[src/rtl/cfs_pkg.sv]
package cfs_pkg;
  localparam int CL_BASE_W = 23;
  localparam int CL_LEN_W  = 9;
  localparam int KB_IDX_W  = 4;
  localparam int KB_BASE_W = 12;
  localparam int SRC_W     = 7;
  localparam int SWZ_W     = 12;

  localparam logic [6:0] OPC_NOP      = 7'h00;
  localparam logic [6:0] OPC_EXP      = 7'h27;
  localparam logic [6:0] OPC_EXP_LAST = 7'h28;
  localparam logic [6:0] OPC_ALU_MIN  = 7'h40;

  typedef enum logic [1:0] {K_NOP, K_ALU, K_EXP, K_BAD} cf_kind_e;

  typedef struct packed {
    logic [CL_BASE_W-1:0] base;
    logic [CL_LEN_W-1:0]  len;
    logic [KB_IDX_W-1:0]  kb0;
    logic [KB_IDX_W-1:0]  kb1;
    logic [KB_BASE_W-1:0] kbase0;
    logic [KB_BASE_W-1:0] kbase1;
  } clause_t;

  typedef struct packed {
    logic [SRC_W-1:0] src;
    logic [SWZ_W-1:0] swz;
  } export_t;
endpackage

[src/rtl/cfs_decode.sv]
module cfs_decode
  import cfs_pkg::*;
#(
  parameter int POS_BASE = 60,
  parameter int KIND_LO  = 8,
  parameter int KIND_HI  = 13
) (
  input  logic [63:0] word,
  output cf_kind_e    kind,
  output logic        eop,
  output clause_t     cl,
  output export_t     ex
);
  logic [31:0] w0, w1;
  logic [6:0]  opc;
  logic [3:0]  alu_kind;
  logic        is_pos;
  logic        unused_bits;

  assign w0 = word[31:0];
  assign w1 = word[63:32];
  assign opc = w1[29:23];
  assign alu_kind = w1[29:26];
  assign unused_bits = ^{w0[31:30], w1[31:30]};

  // Field extraction for both layouts (only one is acted on)
  always_comb begin
    cl.base   = {w0[21:0], 1'b0};
    cl.len    = {({1'b0, w1[24:18]} + 8'd1), 1'b0};
    cl.kb0    = w0[25:22];
    cl.kb1    = w0[29:26];
    cl.kbase0 = {w1[9:2], 4'b0000};
    cl.kbase1 = {w1[17:10], 4'b0000};
    ex.src    = w0[21:15];
    ex.swz    = w1[11:0];
  end

  assign is_pos = (w0[14:13] == 2'd1) && (w0[12:0] == 13'(POS_BASE)) &&
                  (w1[20:17] == 4'd0);

  always_comb begin
    kind = K_BAD;
    eop  = 1'b0;
    if (opc >= OPC_ALU_MIN) begin
      if (alu_kind >= 4'(KIND_LO) && alu_kind <= 4'(KIND_HI)) kind = K_ALU;
    end else begin
      eop = w1[21];
      if (opc == OPC_NOP) kind = K_NOP;
      else if ((opc == OPC_EXP || opc == OPC_EXP_LAST) && is_pos) kind = K_EXP;
    end
  end
endmodule

[src/rtl/cfs_fsm.sv]
module cfs_fsm
  import cfs_pkg::*;
#(
  parameter int PC_W = 10
) (
  input  logic            clk,
  input  logic            rst_n,
  input  logic            start,
  input  cf_kind_e        kind,
  input  logic            eop,
  input  logic            clause_done,
  output logic            imem_rd,
  output logic [PC_W-1:0] pc,
  output logic            cap_clause,
  output logic            cap_export,
  output logic            in_clause,
  output logic            done,
  output logic            err
);
  typedef enum logic [2:0] {S_IDLE, S_FETCH, S_DECODE, S_CLAUSE, S_DONE, S_HALT} st_e;
  st_e state, state_n;
  logic [PC_W-1:0] pc_n;
  logic            pc_en;
  logic            in_decode;

  assign in_decode = (state == S_DECODE);

  always_comb begin
    state_n = state;
    pc_n    = pc;
    pc_en   = 1'b0;
    unique case (state)
      S_IDLE, S_DONE, S_HALT: begin
        if (start) begin
          state_n = S_FETCH;
          pc_n    = '0;
          pc_en   = 1'b1;
        end
      end
      S_FETCH: state_n = S_DECODE;
      S_DECODE: begin
        pc_n  = pc + PC_W'(1);
        pc_en = (kind != K_BAD);
        unique case (kind)
          K_ALU:        state_n = S_CLAUSE;
          K_NOP, K_EXP: state_n = eop ? S_DONE : S_FETCH;
          default:      state_n = S_HALT;
        endcase
      end
      S_CLAUSE: if (clause_done) state_n = S_FETCH;
      default: state_n = S_IDLE;
    endcase
  end

  always_ff @(posedge clk or negedge rst_n) begin
    if (!rst_n) begin
      state <= S_IDLE;
      pc    <= '0;
    end else begin
      state <= state_n;
      if (pc_en) pc <= pc_n;
    end
  end

  assign imem_rd    = (state == S_FETCH);
  assign in_clause  = (state == S_CLAUSE);
  assign done       = (state == S_DONE);
  assign err        = (state == S_HALT);
  assign cap_clause = in_decode && (kind == K_ALU);
  assign cap_export = in_decode && (kind == K_EXP);
endmodule

[src/rtl/cfs_outreg.sv]
module cfs_outreg
  import cfs_pkg::*;
(
  input  logic    clk,
  input  logic    rst_n,
  input  logic    cap_clause,
  input  logic    cap_export,
  input  clause_t cl_in,
  input  export_t ex_in,
  output clause_t cl_q,
  output export_t ex_q,
  output logic    exp_valid
);
  always_ff @(posedge clk or negedge rst_n) begin
    if (!rst_n) begin
      cl_q      <= '0;
      ex_q      <= '0;
      exp_valid <= 1'b0;
    end else begin
      exp_valid <= cap_export;
      if (cap_clause) cl_q <= cl_in;
      if (cap_export) ex_q <= ex_in;
    end
  end
endmodule

[src/rtl/cfs_sequencer.sv]
module cfs_sequencer
  import cfs_pkg::*;
#(
  parameter int PC_W     = 10,
  parameter int POS_BASE = 60,
  parameter int KIND_LO  = 8,
  parameter int KIND_HI  = 13
) (
  input  logic            clk,
  input  logic            rst_n,
  input  logic            start,
  output logic            imem_rd,
  output logic [PC_W-1:0] imem_addr,
  input  logic [63:0]     imem_rdata,
  output logic            clause_start,
  input  logic            clause_done,
  output logic [22:0]     clause_base,
  output logic [8:0]      clause_len,
  output logic [3:0]      kbank0_idx,
  output logic [3:0]      kbank1_idx,
  output logic [11:0]     kbank0_base,
  output logic [11:0]     kbank1_base,
  output logic            exp_valid,
  output logic [6:0]      exp_src,
  output logic [11:0]     exp_swz,
  output logic            done,
  output logic            err
);
  logic [1:0] rst_sync;
  logic       rst_n_i;
  cf_kind_e   kind;
  logic       eop, cap_clause, cap_export;
  clause_t    cl_d, cl_q;
  export_t    ex_d, ex_q;

  // reset asserts at once, releases on the clock
  always_ff @(posedge clk or negedge rst_n) begin
    if (!rst_n) rst_sync <= 2'b00;
    else        rst_sync <= {rst_sync[0], 1'b1};
  end
  assign rst_n_i = rst_sync[1];

  cfs_decode #(.POS_BASE(POS_BASE), .KIND_LO(KIND_LO), .KIND_HI(KIND_HI)) u_dec (
    .word(imem_rdata), .kind(kind), .eop(eop), .cl(cl_d), .ex(ex_d)
  );

  cfs_fsm #(.PC_W(PC_W)) u_fsm (
    .clk(clk), .rst_n(rst_n_i), .start(start), .kind(kind), .eop(eop),
    .clause_done(clause_done), .imem_rd(imem_rd), .pc(imem_addr),
    .cap_clause(cap_clause), .cap_export(cap_export), .in_clause(clause_start),
    .done(done), .err(err)
  );

  cfs_outreg u_out (
    .clk(clk), .rst_n(rst_n_i), .cap_clause(cap_clause), .cap_export(cap_export),
    .cl_in(cl_d), .ex_in(ex_d), .cl_q(cl_q), .ex_q(ex_q), .exp_valid(exp_valid)
  );

  assign clause_base = cl_q.base;
  assign clause_len  = cl_q.len;
  assign kbank0_idx  = cl_q.kb0;
  assign kbank1_idx  = cl_q.kb1;
  assign kbank0_base = cl_q.kbase0;
  assign kbank1_base = cl_q.kbase1;
  assign exp_src     = ex_q.src;
  assign exp_swz     = ex_q.swz;
endmodule

[config.mk]
export PLATFORM = sky130hd
export DESIGN_NAME = cfs_sequencer
export DESIGN_NICKNAME = d
export VERILOG_FILES = /design/src/rtl/cfs_pkg.sv /design/src/rtl/cfs_decode.sv /design/src/rtl/cfs_fsm.sv /design/src/rtl/cfs_outreg.sv /design/src/rtl/cfs_sequencer.sv
export SDC_FILE = /design/constraint.sdc
export NUM_CORES = 1
export LEC_CHECK = 0
export BUFFER_PORTS_ARGS = -buffer_cell sky130_fd_sc_hd__buf_2
export CORE_ASPECT_RATIO = 0.9
export CORE_MARGIN = 2
export CORE_UTILIZATION = 24
export CTS_CLUSTER_SIZE = 25
export DETAILED_ROUTE_END_ITERATION = 16
export GPL_TIMING_DRIVEN = 0
export HOLD_SLACK_MARGIN = 0.02
export PLACE_DENSITY = 0.55
export SLEW_MARGIN = 40
export SYNTH_ARGS = -nofsm -noshare
export SYNTH_HDL_FRONTEND = slang
export SYNTH_SLANG_ARGS = --single-unit
[constraint.sdc]
create_clock -name clk -period 2.75 [get_ports clk]
set_input_delay 0.1375 -clock clk [delete_from_list [all_inputs] [get_ports clk]]
set_output_delay 0.1375 -clock clk [all_outputs]
set_load 0.005 [all_outputs]
# Word level (Yosys, flattened, before mapping)
# Cells that the tools add are included.
totals:
  reg_bits: 89
  output_inout_bits: 98
  wordCells: 61
classes:
  addsub: 2
  magnitude_cmp: 3
  eq_ne: 14
  muxes: 14
  reduce_logical: 16
ops:
  columns: ["operator", "n"]
  rows:
  - ["$pmux W10 S2", 1]
  - ["$eq A7 B6 Y1 const B", 2]
  - ["$eq A13 B6 Y1 const B", 1]
  - ["$pmux W3 S4", 1]
  - ["$add A10 B1 Y10 const B", 1]
  - ["$mux W10", 1]
  - ["$mux W3", 3]
  - ["$add A7 B1 Y8 const B", 1]
  - ["$ge A7 B7 Y1 const B", 1]
  - ["$logic_not A7 Y1", 1]
  - ["$eq A3 B2 Y1 const B", 2]
  - ["$eq A3 B3 Y1 const B", 2]
  - ["$logic_and A1 B1 Y1", 6]
  - ["$mux W2", 3]
  - ["$pmux W3 S2", 1]
  - ["$eq A2 B1 Y1 const B", 2]
  - ["$ge A4 B4 Y1 const B", 1]
  - ["$le A4 B4 Y1 const B", 1]
  - ["$logic_not A4 Y1", 1]
  - ["$ne A2 B2 Y1 const B", 2]
  - ["$eq A3 B1 Y1 const B", 1]
  - ["$logic_not A3 Y1", 1]
  - ["$mux W1", 3]
  - ["$reduce_and A3 Y1", 1]
  - ["9 further kinds", 9]

# Depth between registers and ports, before layout
depth:
  ltp_word: 11
  ltp_mapped: 7
  mapped_depth_nobuf: 6

# Modules after synthesis
# From an unflattened synthesis, not the netlist that was laid out.
hier_totals:
  cells_unflattened: 370
  area_unflattened_um2: 5028.6
modules_own_cells:
  columns: ["mod", "instances", "cells_per_inst", "area_per_inst_um2"]
  rows:
  - ["cfs_outreg", 1, 176, 3415.8]
  - ["cfs_decode", 1, 106, 793.3]
  - ["cfs_fsm", 1, 85, 765.7]
  - ["cfs_sequencer", 1, 3, 53.8]

# Least setup slack after synthesis
# No wires, ideal clock.
synth_path:
  path_type: "input to register"
  startpoint: "in imem_rdata[14]"
  endpoint: "reg, netlist name u_out.ex_q[10]"
  setup_ps: 125
  t_arrival_ps: 1875
  setup_slack_ps: 750
  stages: 6
  path_cell_list: "nor4_1 > nand4_1 > or3_4 > nor2_2 > buf_2 > mux2_2"
synth_via:
  elab_chain_len: 9
synth_rtl:
  columns: ["item", "line", "rtl"]
  rows:
  - ["start, declared", "cfs_sequencer.sv:14", "input logic [63:0] imem_rdata,"]
  - ["$eq A2 B1 Y1", "cfs_decode.sv:38", "assign is_pos = (w0[14:13] == 2'd1) && (w0[12:0] == 13'(POS_BASE)) &&"]
  - ["$logic_and A1 B1 Y1 (2 in series)", "cfs_decode.sv:38", null]
  - ["$logic_and A1 B1 Y1", "cfs_decode.sv:49", "else if ((opc == OPC_EXP || opc == OPC_EXP_LAST) && is_pos) kind = K_EXP;"]
  - ["$mux W1", "cfs_decode.sv:49", null]
  - ["$mux W2", "cfs_decode.sv:48", "if (opc == OPC_NOP) kind = K_NOP;"]
  - ["$mux W2", "cfs_decode.sv:44", "if (opc >= OPC_ALU_MIN) begin"]
  - ["$eq A2 B2 Y1", "cfs_fsm.sv:70", "assign cap_export = in_decode && (kind == K_EXP);"]
  - ["$logic_and A1 B1 Y1", "cfs_fsm.sv:70", null]
# Every way passes these cells.
# A chain may end at the register's enable or synchronous reset.

# Worst setup path after layout
layout_path:
  startpoint: "reg u_fsm.state[2]"
  endpoint: "reg, netlist name u_out.ex_q[6]"
layout_via:
  elab_chain_len: 2
layout_rtl:
  columns: ["item", "line", "rtl"]
  rows:
  - ["start, declared", "cfs_fsm.sv:21", "st_e state, state_n;"]
  - ["start signal, assigned", "cfs_fsm.sv:60", "state <= state_n;"]
  - ["$eq A3 B2 Y1", "cfs_fsm.sv:26", "assign in_decode = (state == S_DECODE);"]
  - ["$logic_and A1 B1 Y1", "cfs_fsm.sv:70", null]
# Every way passes these cells.

==> impl_metrics.yaml <==
finish:
  design_area_um2: 5370
  fin_nets: 550
  final_cell_count_no_fill: 687
  drive_gt1_frac: 0.528
  area_growth_pct: 42.0
  antennaDiodeCount: 0
timing:
  fin_crit_sh: 0.899
  fin_crit_ns: 2.47
  slew_viol_final: 0
  setup_viol: 0
  clock_skew_ns: 0.00569
  grt_setup_unrepaired: "no"
  timing.fmax_mhz: 405
  final_hold_viol_count: 0
  tns_ns: 0
  tightestPinTransition_ns: 0.720
  maxSlewHeadroom: 0.519
logic_synthesis:
  synthesis.area_um2: 3780
  yosys_warnings: 0
  synthTopCellsByCount: "dfrtp_1 (89), mux2_2 (66), nand2_1 (21)"
  synth_top_cell_area_share: 0.589
  synth.avg_cell_area_um2: 13.3
  synth_most_common_cell: "dfrtp_1"
  synth_seq_cells: 89
  ys_async_sr_fraction: 1.00
  ys_types: 46
  synth_edf_count: 0
  post-synth-top-area-cell: "dfrtp_1"
  synth_seq_area_share: 0.589
  ys_top_cells_by_area: "dfrtp_1 (59%), mux2_2 (20%), nand2_1 (2.1%)"
  ys.flop_type: "dfrtp_1"
  netlist_instances: 285
grt:
  track_usage: 0.118
  grt_pass1_vias: 3018
  overflow: 0
  grt_max_degree: 40
  grt_pass1_wl_um: 15000
  antenna_found_initial: 0
die:
  rows: 43
  initial_core_util: 0.246
  die_w_um: 136
  die-height_um: 123
  core-area_um2: 15400
  dieArea_um2: 16800
  io_pins: 166
power:
  p_leak_uw: 0.00268
  powerDensity_nw_per_um2: 829
  vdd_drop_max_v: 0.000420
clock_tree:
  cts_buffers: 9
  cts_buffer_depth: 2
  htreeDepth: 3
  tritoncts: "built"
  ctsRootBufferMaster: "clkbuf_16"
  clk_latency_ns: 0.34
  cts_sinks: 89
  path_clk_slew_ns: 0.06
status:
  status: "finished clean"
hold_path:
  hp-class: "in2reg"
detailed_routing:
  drt_iter0_drc: 95
  drcViolationCount: 0
  dr.pass1.iters: 4
  ant_nets: 0
  routed_wl_um: 9650
  wl_per_cell_um: 14.0
  vias_per_cell: 4.30
  num_vias: 2952
setup_path:
  critPathLaunchType: "flip-flop"
  path_class: "reg2reg"
  endpoint_kind: "flip-flop"
  required_ns: 2.98
  cp_max_fo: 10
  arrival_ns: 2.70
flow_run:
  drv_cap: 0
placement:
  place_congestion: 0.735
  placed_cell_area_um2: 4860
  placed_cells: 649
  port_buffers: 151
  place.detailed.hpwl_um: 7350
## layout make-up
| cell class | count | area (um2) |
|---|---|---|
| Tap cell | 202 | 253 |
| Fill cell | 1556 | 10000 |
| Sequential cell | 89 | 2230 |
| Clock buffer | 10 | 239 |
| Buffer | 18 | 106 |
| Inverter | 7 | 26.3 |
| Clock inverter | 6 | 42.5 |
| Timing Repair Buffer | 175 | 1020 |
| Multi-Input combinational cell | 180 | 1450 |
## metal layers
layer,global-route usage,wire length (um),share of wire,vias to the layer above
met5,0,0,0,-
met4,0.0404,158,0.016,0
met3,0.0545,879,0.091,11
met2,0.194,4610,0.48,113
met1,0.136,4000,0.41,1439
li1,-,-,-,1389
## path summary, 6_finish.rpt
check | endpoint | slack, ns | start | depth (start not counted)
hold / removal | u_out.cl_q[25]$_DFFE_PN0P_ | 0.04 | imem_rdata[27] | 2
hold reg to reg | u_out.ex_q[18]$_DFFE_PN0P_ | 0.20 | rst_sync[1]$_DFF_PN0_ | 0
min in group asynchronous | rst_sync[1]$_DFF_PN0_ | 0.10 | rst_n | 2
setup reg to reg | u_out.ex_q[6]$_DFFE_PN0P_ | 0.28 | u_fsm.state[2]$_DFFE_PN0P_ | 6
max in group asynchronous | u_fsm.pc[8]$_DFFE_PN0P_ | 2.06 | rst_sync[1]$_DFF_PN0_ | 1
setup / recovery | u_out.ex_q[6]$_DFFE_PN0P_ | 0.28 | u_fsm.state[2]$_DFFE_PN0P_ | 6
## repair_timing
item / in CTS / in global routing
buffers inserted: 0 / 0
gates resized for setup: 0 / 0
endpoints found under the hold margin: 21 / 3
hold buffers: 19 / 3
## cell usage in the layout (no fill, tap or decap), types with 3 or more instances in the layout
| cell | count |
|---|---|
| clkbuf_16 | 9 |
| mux2_2 | 66 |
| xor2_1 | 4 |
| nor4_1 | 4 |
| dfrtp_1 | 88 |
| clkbuf_1 | 6 |
| o211ai_1 | 3 |
| a21oi_1 | 6 |
| nand2_1 | 21 |
| nand4_1 | 3 |
| o21ai_0 | 9 |
| conb_1 | 11 |
| nor3_1 | 4 |
| nor2_1 | 9 |
| buf_4 | 10 |
| nand3_1 | 5 |
| dlygate4sd3_1 | 22 |
| inv_1 | 7 |
| buf_2 | 152 |
## flip-flops by register name, summed over array words and instances, names as in the netlist
name             count
u_fsm.pc            10
u_out.cl_q          54
u_out.ex_q          19
u_fsm.state          3
rst_sync             2
u_out.exp_valid      1
## worst max-delay path, cell delays in order, from the launching register on
cell and delay, ns:
dfrtp_1 0.41, nand2b_1 0.24, nor2_1 0.30, nand2_1 0.14, nor2_2 0.51, buf_2 0.38
mux2_2 0.37
## cell families after synthesis
| logic type | Yosys count | share of synthesized area |
|---|---|---|
| other cells | 2 | 0.00199 |
| xor+xnor | 6 | 0.0139 |
| simple gates | 61 | 0.0894 |
| fa+ha+maj | 2 | 0.00662 |
| flops | 89 | 0.589 |
| compound gates | 32 | 0.0616 |
| mux | 68 | 0.202 |
| buf+inv | 25 | 0.0351 |
## per-stage QoR
stage	power (uW)	util	hold WS, ns	setup slack, ns
floorplan	2630	-	-0.158	0.0875
global placement	3250	0.313	-0.0760	-0.951
detailed placement	3320	0.316	-0.0727	-0.169
CTS	4530	0.347	0.0203	0.202
global route	4770	0.349	0.0219	0.0161
finish	4450	0.349	0.0357	0.278
## where the power goes
group	total (uW)	internal (uW)	switching [uW]
registers	2000	1740	252
logic	1300	732	563
clock network	1150	638	516
(Power assumes the default switching activity.)
